$ cat config.mk
export PLATFORM = sky130hd
export DESIGN_NAME = spi_sclk_gen
export DESIGN_NICKNAME = d
export VERILOG_FILES = /design/src/rtl/spi_sclk_pkg.sv /design/src/rtl/sclk_cfg_latch.sv /design/src/rtl/sclk_half_timer.sv /design/src/rtl/sclk_edge_gen.sv /design/src/rtl/spi_sclk_gen.sv
export SDC_FILE = /design/constraint.sdc
export NUM_CORES = 1
export LEC_CHECK = 0
export ABC_AREA = 0
export BUFFER_PORTS_ARGS = -buffer_cell sky130_fd_sc_hd__buf_4
export CORE_MARGIN = 4
export CORE_UTILIZATION = 40
export DETAILED_ROUTE_END_ITERATION = 7
export HOLD_SLACK_MARGIN = 0.12
export PLACE_DENSITY_LB_ADDON = 0.1
export SETUP_SLACK_MARGIN = 0.02
export SKIP_CTS_REPAIR_TIMING = 1
export SLEW_MARGIN = 20
export SYNTH_ARGS = -nofsm -noshare
export SYNTH_HDL_FRONTEND = slang
export SYNTH_HIERARCHICAL = 1
export SYNTH_SLANG_ARGS = --single-unit
$ cat constraint.sdc
create_clock -name clk_i -period 1.75 [get_ports clk_i]
set_input_delay 0.175 -clock clk_i [delete_from_list [all_inputs] [get_ports clk_i]]
set_output_delay 0.175 -clock clk_i [all_outputs]
set_load 0.05 [all_outputs]
$ cat src/rtl/spi_sclk_pkg.sv
package spi_sclk_pkg;
  localparam int SCLK_DIV_W_DEF = 16;

  typedef enum logic [1:0] {
    EVT_NONE  = 2'd0,
    EVT_LEAD  = 2'd1,
    EVT_TRAIL = 2'd2
  } sclk_evt_e;
endpackage

$ cat src/rtl/sclk_cfg_latch.sv
module sclk_cfg_latch #(
  parameter int DIV_W = 16,
  localparam int CNT_W = DIV_W - 1
) (
  input  logic             clk_i,
  input  logic             rst_ni,
  input  logic             en_i,
  input  logic [DIV_W-1:0] div_i,
  input  logic             cpol_i,
  output logic [CNT_W-1:0] lim_o,
  output logic             cpol_o
);
  logic [CNT_W-1:0] half_raw;
  logic [CNT_W-1:0] lim_d, lim_q;
  logic             cpol_d, cpol_q;

  // Bit 0 dropped; a zero half wraps to all ones, i.e. half = 2**CNT_W.
  assign half_raw = div_i[DIV_W-1:1];

  always_comb begin
    lim_d  = lim_q;
    cpol_d = cpol_q;
    if (!en_i) begin
      lim_d  = half_raw - CNT_W'(1);
      cpol_d = cpol_i;
    end
  end

  always_ff @(posedge clk_i or negedge rst_ni) begin
    if (!rst_ni) begin
      lim_q  <= '1;
      cpol_q <= 1'b0;
    end else begin
      lim_q  <= lim_d;
      cpol_q <= cpol_d;
    end
  end

  assign lim_o  = lim_q;
  assign cpol_o = cpol_q;


  cfg_hold_chk: assert property (@(posedge clk_i) disable iff (!rst_ni)
    en_i |=> (!en_i || ($stable(lim_q) && $stable(cpol_q))));
endmodule

$ cat src/rtl/sclk_half_timer.sv
module sclk_half_timer #(
  parameter int CNT_W = 15
) (
  input  logic             clk_i,
  input  logic             rst_ni,
  input  logic             en_i,
  input  logic [CNT_W-1:0] lim_i,
  output logic             tick_o
);
  logic [CNT_W-1:0] cnt_d, cnt_q;
  logic             at_lim;

  assign at_lim = (cnt_q == lim_i);

  always_comb begin
    if (!en_i)       cnt_d = '0;
    else if (at_lim) cnt_d = '0;
    else             cnt_d = cnt_q + CNT_W'(1);
  end

  always_ff @(posedge clk_i or negedge rst_ni) begin
    if (!rst_ni) cnt_q <= '0;
    else         cnt_q <= cnt_d;
  end

  assign tick_o = en_i && at_lim;


  cnt_in_range_chk: assert property (@(posedge clk_i) disable iff (!rst_ni)
    cnt_q <= lim_i);
endmodule

$ cat src/rtl/sclk_edge_gen.sv
module sclk_edge_gen
  import spi_sclk_pkg::*;
(
  input  logic clk_i,
  input  logic rst_ni,
  input  logic en_i,
  input  logic tick_i,
  input  logic cpol_pin_i,
  input  logic cpol_lat_i,
  output logic sclk_o,
  output logic lead_o,
  output logic trail_o
);
  sclk_evt_e evt;
  logic      sclk_d, sclk_q;
  logic      lead_q, trail_q;

  always_comb begin
    evt    = EVT_NONE;
    sclk_d = sclk_q;
    if (!en_i) begin
      sclk_d = cpol_pin_i;
    end else if (tick_i) begin
      sclk_d = ~sclk_q;
      evt    = (sclk_q == cpol_lat_i) ? EVT_LEAD : EVT_TRAIL;
    end
  end

  always_ff @(posedge clk_i or negedge rst_ni) begin
    if (!rst_ni) begin
      sclk_q  <= 1'b0;
      lead_q  <= 1'b0;
      trail_q <= 1'b0;
    end else begin
      sclk_q  <= sclk_d;
      lead_q  <= (evt == EVT_LEAD);
      trail_q <= (evt == EVT_TRAIL);
    end
  end

  assign sclk_o  = sclk_q;
  assign lead_o  = lead_q;
  assign trail_o = trail_q;


  strobe_excl_chk: assert property (@(posedge clk_i) disable iff (!rst_ni)
    !(lead_q && trail_q));


  lead_level_chk: assert property (@(posedge clk_i) disable iff (!rst_ni)
    lead_q |-> (sclk_q != cpol_lat_i));


  edge_marked_chk: assert property (@(posedge clk_i) disable iff (!rst_ni)
    ($past(en_i) && (sclk_q != $past(sclk_q))) |-> (lead_q || trail_q));


  idle_quiet_chk: assert property (@(posedge clk_i) disable iff (!rst_ni)
    !en_i |=> (!lead_q && !trail_q));
endmodule

$ cat src/rtl/spi_sclk_gen.sv
module spi_sclk_gen #(
  parameter int DIV_W = spi_sclk_pkg::SCLK_DIV_W_DEF,
  localparam int CNT_W = DIV_W - 1
) (
  input  logic             clk_i,
  input  logic             rst_ni,
  input  logic             en_i,
  input  logic [DIV_W-1:0] div_i,
  input  logic             cpol_i,
  output logic             sclk_o,
  output logic             lead_o,
  output logic             trail_o
);
  logic [CNT_W-1:0] lim;
  logic             cpol_lat;
  logic             tick;

  sclk_cfg_latch #(.DIV_W(DIV_W)) u_cfg (
    .clk_i  (clk_i),
    .rst_ni (rst_ni),
    .en_i   (en_i),
    .div_i  (div_i),
    .cpol_i (cpol_i),
    .lim_o  (lim),
    .cpol_o (cpol_lat)
  );

  sclk_half_timer #(.CNT_W(CNT_W)) u_timer (
    .clk_i  (clk_i),
    .rst_ni (rst_ni),
    .en_i   (en_i),
    .lim_i  (lim),
    .tick_o (tick)
  );

  sclk_edge_gen u_edge (
    .clk_i      (clk_i),
    .rst_ni     (rst_ni),
    .en_i       (en_i),
    .tick_i     (tick),
    .cpol_pin_i (cpol_i),
    .cpol_lat_i (cpol_lat),
    .sclk_o     (sclk_o),
    .lead_o     (lead_o),
    .trail_o    (trail_o)
  );


  reset_idle_chk: assert property (@(posedge clk_i)
    !rst_ni |-> (!sclk_o && !lead_o && !trail_o));
endmodule

Yosys cells after proc, flatten, opt, wreduce, memory -nomap -nowiden
Index checks and enable logic that the tools add are counted.
- register bits: 34
- logic and storage cells: 22
- bits of input ports: 20
- output and inout bits: 3
- bitwise logic cells: 1
- muxes and demuxes: 7
- $add $sub $neg: 2
- eq/ne operators: 5
- reductions and logical operators: 1
- operators by type and width (cell ; count):
    15-bit 2-to-1 mux ; 2
    15-bit by 1-bit adder with 15-bit output, second input constant ; 1
    15-bit == test ; 1
    15-bit by 1-bit subtractor with 15-bit output, second input constant ; 1
    2-bit 2-to-1 mux ; 3
    2-bit by 1-bit == test with 1-bit output, second input constant ; 1
    2-bit == test, second input constant ; 1
    1-bit 2-to-1 mux ; 2
    2-bit by 1-bit != test with 1-bit output, second input constant ; 1
    1-bit == test ; 1
    1-bit logical AND ; 1
    1-bit NOT ; 1

Logic depth before layout (Yosys ltp)
- depth after elaboration: 5
- gate-level depth with buffers: 7
- mapped depth without buffers: 6

Hierarchy
The synthesis kept the hierarchy.
- modules (own cells, without submodules) (module ; area an instance (sq um) ; cells an instance ; sequential area each (sq um) ; times used):
    sclk_half_timer ; 950.9 ; 93 ; 375.4 ; 1
    sclk_cfg_latch ; 872.1 ; 87 ; 419.2 ; 1
    sclk_edge_gen ; 115.1 ; 10 ; 75.1 ; 1

Least setup slack after synthesis
Ideal clock, no wire load.
- path kind: register to register
- start point: register u_cfg.lim_q[13] (netlist: u_cfg/lim_o[13])
- end point: register u_edge.sclk_q (netlist: u_edge/sclk_o)
- path buffers: 0
- data required time: 1.626 ns
- setup time: 0.124 ns
- setup slack: 0.144 ns
- cell stages (with the launch flop): 7
- arrival: 1.482 ns
- cells stage by stage: dfstp_2 > xnor2_1 > nand4_1 > nor4_4 > and3_1 > xnor2_1 > a21oi_1
- word-level cells in the longest chain between the ends: 3
- ends and longest elaborated chain (item ; RTL line ; source):
    start: declaration ; sclk_cfg_latch.sv:14 ; logic [CNT_W-1:0] lim_d, lim_q;
    start signal: assignment ; sclk_cfg_latch.sv:34 ; lim_q <= lim_d;
    15-bit == test ; sclk_half_timer.sv:13 ; assign at_lim = (cnt_q == lim_i);
    1-bit logical AND ; sclk_half_timer.sv:26 ; assign tick_o = en_i && at_lim;
    net tick ; spi_sclk_gen.sv:16 ; logic tick;
    2-bit by 1-bit != test with 1-bit output (no source line) ; - ;
    end signal: assignment ; sclk_edge_gen.sv:35 ; sclk_q <= sclk_d;
    end: declaration ; sclk_edge_gen.sv:15 ; logic sclk_d, sclk_q;
The timed path passes the listed nets, and every way through them passes these cells.
A chain may end at the register's enable or synchronous reset.

Worst setup path after layout
- start point: register u_timer.cnt_q[4]
- end point: register u_timer.cnt_q[13]
- word-level cells in the longest chain between the ends: 3
- elaborated cells between the ends (all ways): 4
- those cells by class: 1 x add/sub; 1 x eq/ne; 2 x mux
- ends and longest elaborated chain (item ; RTL line ; source):
    start: declaration ; sclk_half_timer.sv:10 ; logic [CNT_W-1:0] cnt_d, cnt_q;
    start signal: assignment ; sclk_half_timer.sv:23 ; else cnt_q <= cnt_d;
    15-bit by 1-bit adder with 15-bit output or 15-bit == test (tied branches) ; sclk_half_timer.sv:18, sclk_half_timer.sv:13 ;
    15-bit 2-to-1 mux * ; sclk_half_timer.sv:17 ; else if (at_lim) cnt_d = '0;
    15-bit 2-to-1 mux * ; sclk_half_timer.sv:16 ; if (!en_i) cnt_d = '0;
    net u_timer.cnt_d[13] ; sclk_half_timer.sv:10 ;
Mark *: on every way through the listed nets, which the timed path passes. The rest lies on a longest branch.

==> run metrics <==
die height 77.61 microns; CTS Buf Count 5; run status finished, final reports clean; non-filler cells, final between 200 and 300; CP Capture Type flop; Final Critical Period 1.625 ns; clock slew seen by the registers of the worst setup and hold paths 0.07 ns; Max-Cap Viols 0; critical path's top delay family simple AND/OR/NAND/NOR gates; mux cell area share after synthesis 0.5810%; GPL Wtd Cong 0.8638; starting DRC count in detailed routing 98; final count of pins violating max slew 0; Fin Setup TNS 0 ns; Arr. time, crit path around 1.8 ns; slew of the pin with the lowest slew margin around 0.51 ns; die area about 0.006 sq mm; Syn-to-layout area delta 21.11%; Final ANT Viol Nets 0; gr usage total 15.22%; R2R depth 4; dpl cells 278; synthesized netlist cell count 190; Reg area around 870 sq um; Unique masters post-synth 36; Crit path depth 4; n_diodes 0; XOR/XNOR share of the synthesized area between 15 and 20%; #FFs+latches synth 34; DRC 0; Post-synth ARST share 100.0%; vias roughly 1,500; Peak Freq 0.6155 GHz; fin crit share 92.83%; Ys Warns 6; Die W 77.61 microns; largest family of logic cells by synthesized area simple AND/OR/NAND/NOR gates; Buf/Inv on CP 0; Final Hold Fails 0; uppermost layer routed met4; DR WL met2 between 2000 and 2500 microns; endpoints failing setup 0; CTS tree yes; layout cell share with drive strength beyond 1 ~29%; Slew headroom roughly two thirds; synthesized-area fraction occupied by adder cells under 10%; clock share of power 38.2%; Simple-Gate Fraction of Synth Area roughly a fifth; NetSw ~0.00045 W; vias per cell about 5.2; Max Clock Skew slightly below 0.003 ns; grt ovf 0; Crit Path Category flop to flop; Internal around 0.0014 W; Met1 Wirelength between 1500 and 2000 microns; Post-synth EDFFs 0; Synth Cell Area between 0.0015 and 0.002 sq mm; largest net degree at the start of global routing 36; Sequential Power Share around 50%; initial antenna violation count 0; CTS max path bufs 2; Sink Count 34; Rows 25; Initial Util 41.03%; Main synth FF type dfrtp_1; first-pass GRT wire length ~7000 microns; Synth Area in Compound Gates 11.88%; Filler cells about 450; CP Launch Type flop; Root Buffer clkbuf_8; Core Area around 0.0047 sq mm; Clock Latency Late Sink 0.28 ns; Max stage delay on crit path about 0.46 ns; Leak Pwr 0.9121 nW; CP Cell Sequence and4_2, nand2b_2, or3_1, a221oi_2; worst vdd ir 0.3884 mV; HP Class input pin to flop; Synth Net Count about 210; power share of the combinational group 13.0%; # IOs 23; Worst Path Max Fanout 6; sw frac 24.53%; number of global-route vias before repair 1,470; final wirelength ~4300 microns; WL met3 roughly 160 microns; Routed WL per cell 14.78 microns; Final nets between 200 and 250; port bufs 21; multi-input logic area slightly above 0.001 sq mm; critical path's slowest cell dfrtp_1; dpl hpwl about 3200 microns; TritonRoute pass-1 iters 4; hold depth 2; post-synthesis sequential area ratio 44.87%; RSZ-0062 raised after global routing false; syn_area_per_cell 10.20 sq um; Power Density roughly 780 mW/mm^2; H-tree depth 2; Worst Path Required ~1.9 ns
-- registers in the layout (all words and copies together) (netlist names) --
signal          count
u_cfg/cpol_o        1
u_cfg/lim_o        15
u_edge/lead_o       1
u_edge/sclk_o       1
u_edge/trail_o      1
u_timer/cnt_q      15
-- per-layer routing --
metal / track usage, % / vias to the layer above
met2: 25.34 / 29
met1: 18.89 / 720
met3: 3.712 / 5
met5: 0 / -
met4: 5.872 / 0
li1: - / 733
-- Yosys cell counts (2+ instances only) --
cell type | count | area, sq um
a211oi_1 | 13 | 97.59
a21oi_1 | 2 | 10.01
and3_1 | 3 | 18.77
and4_1 | 2 | 17.52
buf_2 | 3 | 15.01
clkbuf_1 | 5 | 18.77
dfrtp_1 | 19 | 475.5
dfstp_2 | 15 | 394.1
ha_1 | 2 | 25.02
inv_1 | 5 | 18.77
nand2_1 | 20 | 75.07
nand3_1 | 7 | 35.03
nand4_1 | 7 | 43.79
nor2_1 | 8 | 30.03
nor3_1 | 3 | 15.01
nor4_1 | 3 | 18.77
nor4b_4 | 2 | 47.55
o21ai_0 | 12 | 60.06
o21ai_1 | 3 | 15.01
or3_1 | 2 | 12.51
xnor2_1 | 24 | 210.2
xor2_1 | 16 | 140.1
-- metrics by stage --
stage / util, % / power [W] / hold WS, ns / cell area, sq um / setup slack (ns)
after floorplan: - / 0.001036 / -0.1206 / 1938 / 0.1443
after global placement: 46.70 / 0.001136 / 0.1395 / 2206 / 0.07880
after detailed placement: 46.70 / 0.001146 / 0.1492 / 2206 / 0.04396
after CTS: 49.01 / 0.001848 / -0.1592 / 2315 / 0.09965
after global routing: 49.70 / 0.001919 / 0.1225 / 2347 / 0.03650
final: 49.70 / 0.001833 / 0.1364 / 2347 / 0.1254
-- cell usage in the layout, fill, tap and decap left out, types with 3 or more instances in the layout --
master    count
buf_4        30
xnor2_1      24
nand2_1      20
dfrtp_1      19
xor2_1       16
dfstp_2      15
a211oi_1     13
o21ai_0      12
nor2_1        8
nand4_1       7
nand3_1       7
clkbuf_8      5
inv_1         5
nor3_1        3
o21ai_1       3
-- final timing paths --
kind,from,endpoint,slack (ns)
min in group asynchronous,rst_ni,u_timer/cnt_q[2],0.37
max in group asynchronous,rst_ni,u_cfg/lim_o[6],1.03
hold reg to reg,u_cfg/lim_o[12],u_cfg/lim_o[12],0.49
setup / recovery,u_timer/cnt_q[4],u_timer/cnt_q[13],0.13
hold / removal,cpol_i,u_cfg/cpol_o,0.14
setup reg to reg,u_timer/cnt_q[4],u_timer/cnt_q[13],0.13
-- logic make-up (layout without fill, tap and decap cells) --
kind of cell	after synthesis	after routing
AOI/OAI and AO/OA	35	35
xor gates and xnor gates	40	40
adders and majority gates	2	2
buffers and inverters	14	45
DFF	34	34
muxes	1	1
and+or+nand+nor	64	64
-- power by group through the flow --
stage | registers, W | clock network (W) | logic (W)
floorplan | 0.000904 | 0 | 0.000132
global placement | 0.000906 | 0 | 0.000229
detailed placement | 0.000909 | 0 | 0.000237
CTS | 0.000895 | 0.000715 | 0.000238
global route | 0.000901 | 0.000755 | 0.000264
finish | 0.000894 | 0.000701 | 0.000238
-- area by class of cell --
| type | count | share of cell area [%] |
|---|---|---|
| Clock inverter | 3 | 1.706 |
| Multi-Input combinational cell | 142 | 43.50 |
| Tap cell | 67 | 3.571 |
| Inverter | 5 | 0.7996 |
| Sequential cell | 34 | 37.05 |
| Clock buffer | 5 | 2.932 |
| Timing Repair Buffer | 32 | 10.45 |
Note: power is estimated with default switching activity, not from simulation.
